--- src/rtl/fmr_pkg.sv ---
package fmr_pkg;

  // Per-cycle timing strobes derived from the bit clock divider.
  typedef struct packed {
    logic bit_end;   // last system cycle of the current bit period
    logic sample;    // cycle in which the bit clock has just fallen
  } fmr_tick_t;

endpackage

--- src/rtl/fmr_clkgen.sv ---
module fmr_clkgen
  import fmr_pkg::*;
#(
  parameter int CLK_DIV = 4
) (
  input  logic      clk,
  input  logic      rst,
  output logic      sclk_o,
  output fmr_tick_t tick_o
);

  localparam int CW = (CLK_DIV > 1) ? $clog2(CLK_DIV) : 1;
  localparam logic [CW-1:0] LAST_CNT = CW'(CLK_DIV - 1);
  localparam logic [CW-1:0] HIGH_LEN = CW'(CLK_DIV / 2);

  logic [CW-1:0] cnt_q;
  logic [CW-1:0] cnt_nxt;
  logic          sclk_q;

  // The count parks on its last value during reset, so the first edge
  // after release opens a fresh bit period with a rising clock.
  always_comb begin
    if (cnt_q == LAST_CNT) cnt_nxt = '0;
    else                   cnt_nxt = cnt_q + 1'b1;
  end

  always_ff @(posedge clk) begin
    if (rst) begin
      cnt_q  <= LAST_CNT;
      sclk_q <= 1'b0;
    end else begin
      cnt_q  <= cnt_nxt;
      sclk_q <= (cnt_nxt < HIGH_LEN);
    end
  end

  assign sclk_o         = sclk_q;
  assign tick_o.bit_end = (cnt_q == LAST_CNT);
  assign tick_o.sample  = (cnt_q == HIGH_LEN);

endmodule

--- src/rtl/fmr_sequencer.sv ---
module fmr_sequencer #(
  parameter int WORD_BITS   = 16,
  parameter int FRAME_WORDS = 20,
  parameter int IDLE_BITS   = 3
) (
  input  logic                           clk,
  input  logic                           rst,
  input  logic                           bit_end_i,
  output logic                           fsync_o,
  output logic                           in_frame_o,
  output logic                           last_bit_o,
  output logic                           last_word_o,
  output logic [$clog2(FRAME_WORDS)-1:0] word_idx_o
);

  localparam int BW = $clog2(WORD_BITS);
  localparam int XW = $clog2(FRAME_WORDS);
  localparam int IW = $clog2(IDLE_BITS + 1);
  localparam logic [BW-1:0] LAST_BIT  = BW'(WORD_BITS - 1);
  localparam logic [XW-1:0] LAST_WORD = XW'(FRAME_WORDS - 1);
  localparam logic [IW-1:0] IDLE_FULL = IW'(IDLE_BITS);
  localparam logic [IW-1:0] IDLE_REST = IW'(IDLE_BITS - 1);

  logic          in_frame_q;
  logic          fsync_q;
  logic [BW-1:0] bit_q;
  logic [XW-1:0] word_q;
  logic [IW-1:0] idle_left_q;

  // State describes the bit period that is currently on the line; it
  // advances on the last system cycle of each period.
  always_ff @(posedge clk) begin
    if (rst) begin
      in_frame_q  <= 1'b0;
      fsync_q     <= 1'b0;
      bit_q       <= '0;
      word_q      <= '0;
      idle_left_q <= IDLE_FULL;
    end else if (bit_end_i) begin
      if (in_frame_q) begin
        fsync_q <= 1'b0;
        if (bit_q == LAST_BIT) begin
          bit_q <= '0;
          if (word_q == LAST_WORD) begin
            in_frame_q  <= 1'b0;
            idle_left_q <= IDLE_REST;
          end else begin
            word_q <= word_q + 1'b1;
          end
        end else begin
          bit_q <= bit_q + 1'b1;
        end
      end else begin
        if (idle_left_q == '0) begin
          in_frame_q <= 1'b1;
          fsync_q    <= 1'b1;
          bit_q      <= '0;
          word_q     <= '0;
        end else begin
          idle_left_q <= idle_left_q - 1'b1;
        end
      end
    end
  end

  assign fsync_o     = fsync_q;
  assign in_frame_o  = in_frame_q;
  assign last_bit_o  = (bit_q == LAST_BIT);
  assign last_word_o = (word_q == LAST_WORD);
  assign word_idx_o  = word_q;

endmodule

--- src/rtl/fmr_shifter.sv ---
module fmr_shifter #(
  parameter int WORD_BITS   = 16,
  parameter int FRAME_WORDS = 20
) (
  input  logic                           clk,
  input  logic                           rst,
  input  logic                           sample_i,
  input  logic                           in_frame_i,
  input  logic                           last_bit_i,
  input  logic                           last_word_i,
  input  logic [$clog2(FRAME_WORDS)-1:0] word_idx_i,
  input  logic                           sd_i,
  output logic [WORD_BITS-1:0]           word_o,
  output logic [$clog2(FRAME_WORDS)-1:0] word_idx_o,
  output logic                           word_vld_o,
  output logic                           frame_done_o
);

  localparam int XW = $clog2(FRAME_WORDS);

  logic [WORD_BITS-1:0] shift_q;
  logic [WORD_BITS-1:0] shift_nxt;
  logic [WORD_BITS-1:0] word_q;
  logic [XW-1:0]        idx_q;
  logic                 vld_q;
  logic                 done_q;

  // MSB arrives first, so each new bit enters at the bottom.
  assign shift_nxt = {shift_q[WORD_BITS-2:0], sd_i};

  always_ff @(posedge clk) begin
    if (rst) begin
      shift_q <= '0;
      word_q  <= '0;
      idx_q   <= '0;
      vld_q   <= 1'b0;
      done_q  <= 1'b0;
    end else begin
      vld_q  <= 1'b0;
      done_q <= 1'b0;
      if (sample_i && in_frame_i) begin
        shift_q <= shift_nxt;
        if (last_bit_i) begin
          word_q <= shift_nxt;
          idx_q  <= word_idx_i;
          vld_q  <= 1'b1;
          done_q <= last_word_i;
        end
      end
    end
  end

  assign word_o       = word_q;
  assign word_idx_o   = idx_q;
  assign word_vld_o   = vld_q;
  assign frame_done_o = done_q;

endmodule

--- src/rtl/frame_master_rx.sv ---
module frame_master_rx #(
  parameter int WORD_BITS   = 16,
  parameter int FRAME_WORDS = 20,
  parameter int CLK_DIV     = 4,
  parameter int IDLE_BITS   = 3
) (
  input  logic                           clk,
  input  logic                           rst,
  input  logic                           sd_i,
  output logic                           sclk_o,
  output logic                           fsync_o,
  output logic                           word_vld_o,
  output logic [WORD_BITS-1:0]           word_o,
  output logic [$clog2(FRAME_WORDS)-1:0] word_idx_o,
  output logic                           frame_done_o
);

  import fmr_pkg::*;

  localparam int XW = $clog2(FRAME_WORDS);

  fmr_tick_t     tick;
  logic          in_frame;
  logic          last_bit;
  logic          last_word;
  logic [XW-1:0] seq_idx;

  fmr_clkgen #(
    .CLK_DIV (CLK_DIV)
  ) u_clkgen (
    .clk    (clk),
    .rst    (rst),
    .sclk_o (sclk_o),
    .tick_o (tick)
  );

  fmr_sequencer #(
    .WORD_BITS   (WORD_BITS),
    .FRAME_WORDS (FRAME_WORDS),
    .IDLE_BITS   (IDLE_BITS)
  ) u_seq (
    .clk         (clk),
    .rst         (rst),
    .bit_end_i   (tick.bit_end),
    .fsync_o     (fsync_o),
    .in_frame_o  (in_frame),
    .last_bit_o  (last_bit),
    .last_word_o (last_word),
    .word_idx_o  (seq_idx)
  );

  fmr_shifter #(
    .WORD_BITS   (WORD_BITS),
    .FRAME_WORDS (FRAME_WORDS)
  ) u_shift (
    .clk          (clk),
    .rst          (rst),
    .sample_i     (tick.sample),
    .in_frame_i   (in_frame),
    .last_bit_i   (last_bit),
    .last_word_i  (last_word),
    .word_idx_i   (seq_idx),
    .sd_i         (sd_i),
    .word_o       (word_o),
    .word_idx_o   (word_idx_o),
    .word_vld_o   (word_vld_o),
    .frame_done_o (frame_done_o)
  );

endmodule

--- config.mk ---
export PLATFORM = sky130hd
export DESIGN_NAME = frame_master_rx
export DESIGN_NICKNAME = d
export VERILOG_FILES = /design/src/rtl/fmr_pkg.sv /design/src/rtl/fmr_clkgen.sv /design/src/rtl/fmr_sequencer.sv /design/src/rtl/fmr_shifter.sv /design/src/rtl/frame_master_rx.sv
export SDC_FILE = /design/constraint.sdc
export NUM_CORES = 1
export LEC_CHECK = 0
export ABC_CLOCK_PERIOD_IN_PS = 1430
export BUFFER_PORTS_ARGS = -buffer_cell sky130_fd_sc_hd__buf_2
export CAP_MARGIN = 20
export CORE_ASPECT_RATIO = 0.75
export CORE_MARGIN = 1
export CORE_UTILIZATION = 50
export CTS_BUF_LIST = sky130_fd_sc_hd__clkbuf_2 sky130_fd_sc_hd__clkbuf_4 sky130_fd_sc_hd__clkbuf_8
export DETAILED_ROUTE_END_ITERATION = 8
export PLACE_DENSITY = 0.71
export SYNTH_ARGS = -nofsm -noshare
export SYNTH_HDL_FRONTEND = slang
export SYNTH_SLANG_ARGS = --single-unit
--- constraint.sdc ---
create_clock -name clk -period 1.43 [get_ports clk]
set_input_delay 0.3575 -clock clk [delete_from_list [all_inputs] [get_ports clk]]
set_output_delay 0.3575 -clock clk [all_outputs]
set_load 0.02 [all_outputs]
# Word level (Yosys, flattened, before mapping)
# Cells that the tools add are included.
# word_totals
elab_cells,55
ff_bits,54
mem_bits_ro,0
mem_bits_rw,0
latchBits,0
in_bits,3
mem_count,0
output_inout_bits,25
# classes
order_cmp,1
add_sub_neg,4
n_reduce_logical,9
mux,19
n_bitwise,2
eq_ne,8
n_shift,0
mul,0
div,0
# ops
cell,n
5-bit 2-to-1 mux,4
4-bit 2-to-1 mux,3
2-bit 2-to-1 mux,5
4-bit AND reduction,2
1-bit 2-to-1 mux,7
"5-bit by 1-bit adder with 5-bit output, second input constant",1
"5-bit == test, second input constant",1
"4-bit by 1-bit adder with 4-bit output, second input constant",1
"2-bit == test, second input constant",2
"4-bit == test, second input constant",1
"2-bit by 1-bit != test with 1-bit output, second input constant",2
"2-bit != test, second input constant",2
2-bit AND reduction,2
3-bit OR reduction,1
"2-bit by 1-bit adder with 2-bit output, second input constant",1
2-bit logical NOT,1
"2-bit < comparator, second input constant",1
1-bit NOT,2
2-bit nonzero test,1
2-bit OR reduction,1
"2-bit by 1-bit subtractor with 2-bit output, second input constant",1
1-bit logical AND,1

# Logic depth before layout (Yosys ltp)
# depth
depth_word,4
mapped_depth,8
ltp_nobuf,6

# By module
# Synthesis repeated with hierarchy kept, for this count alone.
# hier_totals
cells_unflattened,259
hier_area_um2,2452.4
# by_module_without_submodules
mod,seq_area_each_um2,area_per_inst_um2,instances,cells_per_inst
fmr_shifter,760.7,1634.1,1,165
fmr_sequencer,260.2,709.4,1,85
fmr_clkgen,60.1,108.9,1,9

# Worst setup path before layout
# Ideal clock, no wire load.
# synth_path
path_type,reg2reg
from,reg u_seq.bit_q[0]
to,"reg u_seq.word_q[3], in the netlist u_seq.word_idx_o[3]"
path_stages_with_launch,6
setup_time_ps,125
setup_slack_ps,-75
arrival_ps,1381
synth_period_minus_slack_ps,1505
t_required_ps,1305
n_path_buf,0
cell_sequence,dfxtp_1 -> ha_1 -> nand3_2 -> o311a_2 -> o21ai_0 -> o41ai_1
# synth_between
elab_chain_cells,3
# synth_rtl
element,line,text
start: declaration,fmr_sequencer.sv:26,logic [BW-1:0] bit_q;
start signal: assignment,fmr_sequencer.sv:51,bit_q <= bit_q + 1'b1;
4-bit == test,fmr_sequencer.sv:42,if (bit_q == LAST_BIT) begin
2-bit != test (no source line),n/a,
4-bit AND reduction (no source line),n/a,
end signal: assignment,fmr_sequencer.sv:48,word_q <= word_q + 1'b1;
end: declaration,fmr_sequencer.sv:27,logic [XW-1:0] word_q;
# Every way passes these cells.
# A chain may end at the register's enable or synchronous reset.

# Final worst setup path
# layout_path
from,"reg u_seq.word_q[1], in the netlist u_seq.word_idx_o[1]"
to,"reg u_seq.word_q[3], in the netlist u_seq.word_idx_o[3]"
# layout_between
elab_chain_cells,4
elab_cells_between_ends,7
cone_classes,add/sub (1); eq/ne (2); mux (3); reduce/logical (1)
# layout_rtl
element,line,text
5-bit by 1-bit adder with 5-bit output,fmr_sequencer.sv:48,
5-bit 2-to-1 mux,fmr_sequencer.sv:44,if (word_q == LAST_WORD) begin
5-bit 2-to-1 mux,fmr_sequencer.sv:42,
5-bit 2-to-1 mux,fmr_sequencer.sv:40,if (in_frame_q) begin
# Parallel ways exist; a longest one is shown, timed or not. The select of a mux whose other input is x is not followed.

==> summary.md <==
| Metric | Value |
|---|---|
| Outcome | `completed` |
| Critical path class | `flop to flop` |
| Hold Path Class | `primary input to flop` |
| Max-cap violations | `0` |
| Post-placement cell count | `341` |
| N_diodes | `0` |
| First drt pass iteration count | `4` |
| Int Power | `2.15 mW` |
| Residual DRC | `0` |
| Chip height | `57.8 um` |
| Via/cell ratio | `5.14` |
| Warnings from Yosys | `0` |
| Chip Width | `76.4 um` |
| Minimum clock period | `between 1 and 1.5 ns` |
| Post-layout power | `2.71 mW` |
| Number of global-route vias before repair | `1581` |
| Syn Inst Count | `256` |
| Initial DRC Count | `125` |
| Cts bufs inserted | `5` |
| CP endpoint kind | `flop` |
| Flops & latches, synth | `54` |
| Post-synth ARST share | `0%` |
| R2R Path Start | `u_seq.word_idx_o[1]` |
| Maximum vdd drop | `slightly above 0.0009 V` |
| GP Congestion | `about 0.86` |
| Layout Cells excl Fill | `348` |
| Post-synthesis sequential area ratio | `52.0%` |
| Syn_nets | `264` |
| Fillers | `329` |
| Largest net degree at the start of global routing | `27` |
| GRT Total Usage | `about a fifth` |
| Setup slack, reg-to-reg | `0.04 ns` |
| Number of synthesized flops with an enable pin | `0` |
| Clk buf depth | `2` |
| GRT Max-Usage Layer | `met1` |
| Number of port buffers | `27` |
| Post-synth cell types | `33` |
| Syn-to-layout area delta | `24.4%` |
| Pwr Density | `1050 nW/um2` |
| CP arrival | `~1.6 ns` |
| Comb power frac | `about 5.5%` |
| Post-Synthesis Cell Area | `2080 um2` |
| TNS Setup | `0 ns` |
| Top Ports | `28` |
| Final Max Tran Viols | `0` |
| Num rows | `19` |
| Initial Util | `54.3%` |
| Clk pwr share | `37.6%` |
| Met1 usage | `31.3%` |
| Final setup fails | `0` |
| # clock sinks | `54` |
| Worst Reg-to-Reg Cells | `5` |
| Startpoint Class | `flop` |
| Leakage | `~1 nW` |
| Reg clk slew, reported paths | `roughly 0.09 ns` |
| Worst Clk Skew | `0.00483 ns` |
| Nets | `304` |
| Wire per inst | `roughly 13 um` |
| Clock latency on the worst-skew pair | `about 0.30 ns` |
| HPWL Detailed | `3.01 mm` |
| Final ANT Viol Nets | `0` |
| Ys flop type | `dfxtp_1` |
| Final core utilization | `67.6%` |
| Share of cells above drive strength 1 | `25.0%` |
| First-pass GRT wire length | `7.38 mm` |
| Root Driver | `clkbuf_8` |
| WL final | `4.44 mm` |
| Met3 usage | `5.04%` |
| Worst setup path startpoint | `u_seq.word_idx_o[1]` |
| H-tree Lvls | `2` |
| Routed vias | `1788` |
| Sequential fraction of design power | `56.8%` |
| Critical path destination | `u_seq.word_idx_o[3]` |
| Unrepaired setup endpoints after global routing | `true` |
| Slew HR | `80.2%` |
| Met2 Usage GRT | `a little under a third` |
| Synth Area per Inst | `8.12 um2` |
| Slew @ Worst Pin | `roughly 0.3 ns` |
| Final hold violation count | `0` |
| Final period utilization | `97.1%` |
| WP data required | `1.62 ns` |
| Core area | `3830 um2` |
| WHS Path Cells | `3` |
| Die area | `about 4400 um2` |
| Grt ovf | `0` |
| Fmax | `around 0.7 GHz` |
| Crit path max fanout | `6` |
| Switch Pwr | `0.564 mW` |
| CTS tree | `yes` |
| Worst reg2reg endpoint | `u_seq.word_idx_o[3]` |
| Initial antenna violation count | `0` |
| Net Sw Frac | `between 20% and 30%` |
metal layers:
layer  vias to the layer above  part of all wire (%)
li1                        938                     -
met1                       803                    53
met2                        41                    42
met3                         6                   4.0
met4                         0                   1.4
met5                         -                     0
what timing repair did:
action / CTS / global route
resized for setup: 3 / 15
setup endpoints to repair: 2 / 17
pin swaps: 1 / 6
hold buffers: 0 / 0
setup buffers: 0 / 0
logic make-up after synthesis:
family | count (synthesis) | share of synthesized area (%)
DFF | 54 | 52.0
adders and majority gates | 5 | 3.01
buffers and inverters | 20 | 4.09
and+or+nand+nor | 113 | 23.7
muxes | 1 | 0.482
AOI/OAI and AO/OA | 63 | 16.7
per-stage QoR:
step	instance area, um2	hold WS [ns]	setup slack (ns)
final	2590	0.304	0.0420
after global routing	2590	0.317	-0.0531
after CTS	2530	0.300	0.0118
after detailed placement	2410	0.444	-0.0374
after global placement	2410	0.440	0.0191
after floorplan	2090	0.432	0.00646
sequential cells by signal, indices dropped and copies added, names as in the netlist:
name	flops
u_clkgen.cnt_q	2
u_clkgen.sclk_o	1
u_seq.bit_q	4
u_seq.fsync_o	1
u_seq.idle_left_q	2
u_seq.in_frame_o	1
u_seq.word_idx_o	5
u_shift.frame_done_o	1
u_shift.shift_q	15
u_shift.word_idx_o	5
u_shift.word_o	16
u_shift.word_vld_o	1
layout by cell type (no fill, tap or decap), types with 2 or more instances in the layout:
cell       n
nand3b_1   2
clkbuf_8   6
buf_12     2
nand2_2    2
nor2b_1    2
ha_4       2
inv_1      5
dfxtp_1   47
nor3_1     3
nand3_1    6
a21oi_1   44
ha_1       2
o21ai_0    6
o211ai_1   3
dfxtp_2    7
a21o_1     2
buf_4     18
nand2_1   79
or4_1      2
nor2_1     8
buf_2     27
final cells by class:
type,instances,area (um2),share of cell area (%)
clock buffer,6,82.6,3.19
clock inverter,1,30.0,1.16
inverter,5,18.8,0.726
multi-input combinational,182,978,37.8
sequential,54,1090,42.1
tap,52,65.1,2.52
timing repair buffer,48,322,12.4
critical path, cell delays in order (launching register included):
cell      delay, ns
dfxtp_2        0.34
ha_2           0.17
and4bb_4       0.21
o311a_4        0.31
o21ai_2        0.15
o41ai_2        0.09
Yosys cell counts (2+ instances only):
master	count	area, um2
nand2_1	81	304
dfxtp_1	54	1080
clkbuf_1	6	22.5
a21oi_1	44	220
nand3b_1	2	15.0
buf_2	7	35.0
a21o_1	2	15.0
nor3_1	4	20.0
or4_1	2	15.0
inv_1	5	18.8
ha_1	5	62.6
nor2_1	8	30.0
o211ai_1	3	22.5
nand3_1	6	30.0
nor2b_1	2	12.5
o21ai_0	8	40.0
power groups by stage:
stage          Clock [mW]  Sequential, mW  Combinational, mW
2_1_floorplan           0            1.58             0.0837
3_3_place_gp            0            1.57              0.134
3_5_place_dp            0            1.57              0.138
4_1_cts              1.05            1.54              0.139
5_1_grt              1.11            1.55              0.169
6_report             1.02            1.54              0.150
worst min-delay path by stage:
stage	slack, ns	to	start
after floorplan	0.43	u_shift.word_o[15]	u_shift.shift_q[14]
after global placement	0.44	u_shift.word_idx_o[0]	u_shift.word_idx_o[0]
after detailed placement	0.44	u_shift.word_o[15]	u_shift.word_o[15]
after CTS	0.30	u_shift.word_o[0]	sd_i
after global routing	0.32	u_shift.word_o[0]	sd_i
final	0.30	u_shift.word_o[0]	sd_i
No activity file was read; power rests on OpenSTA's default activity.
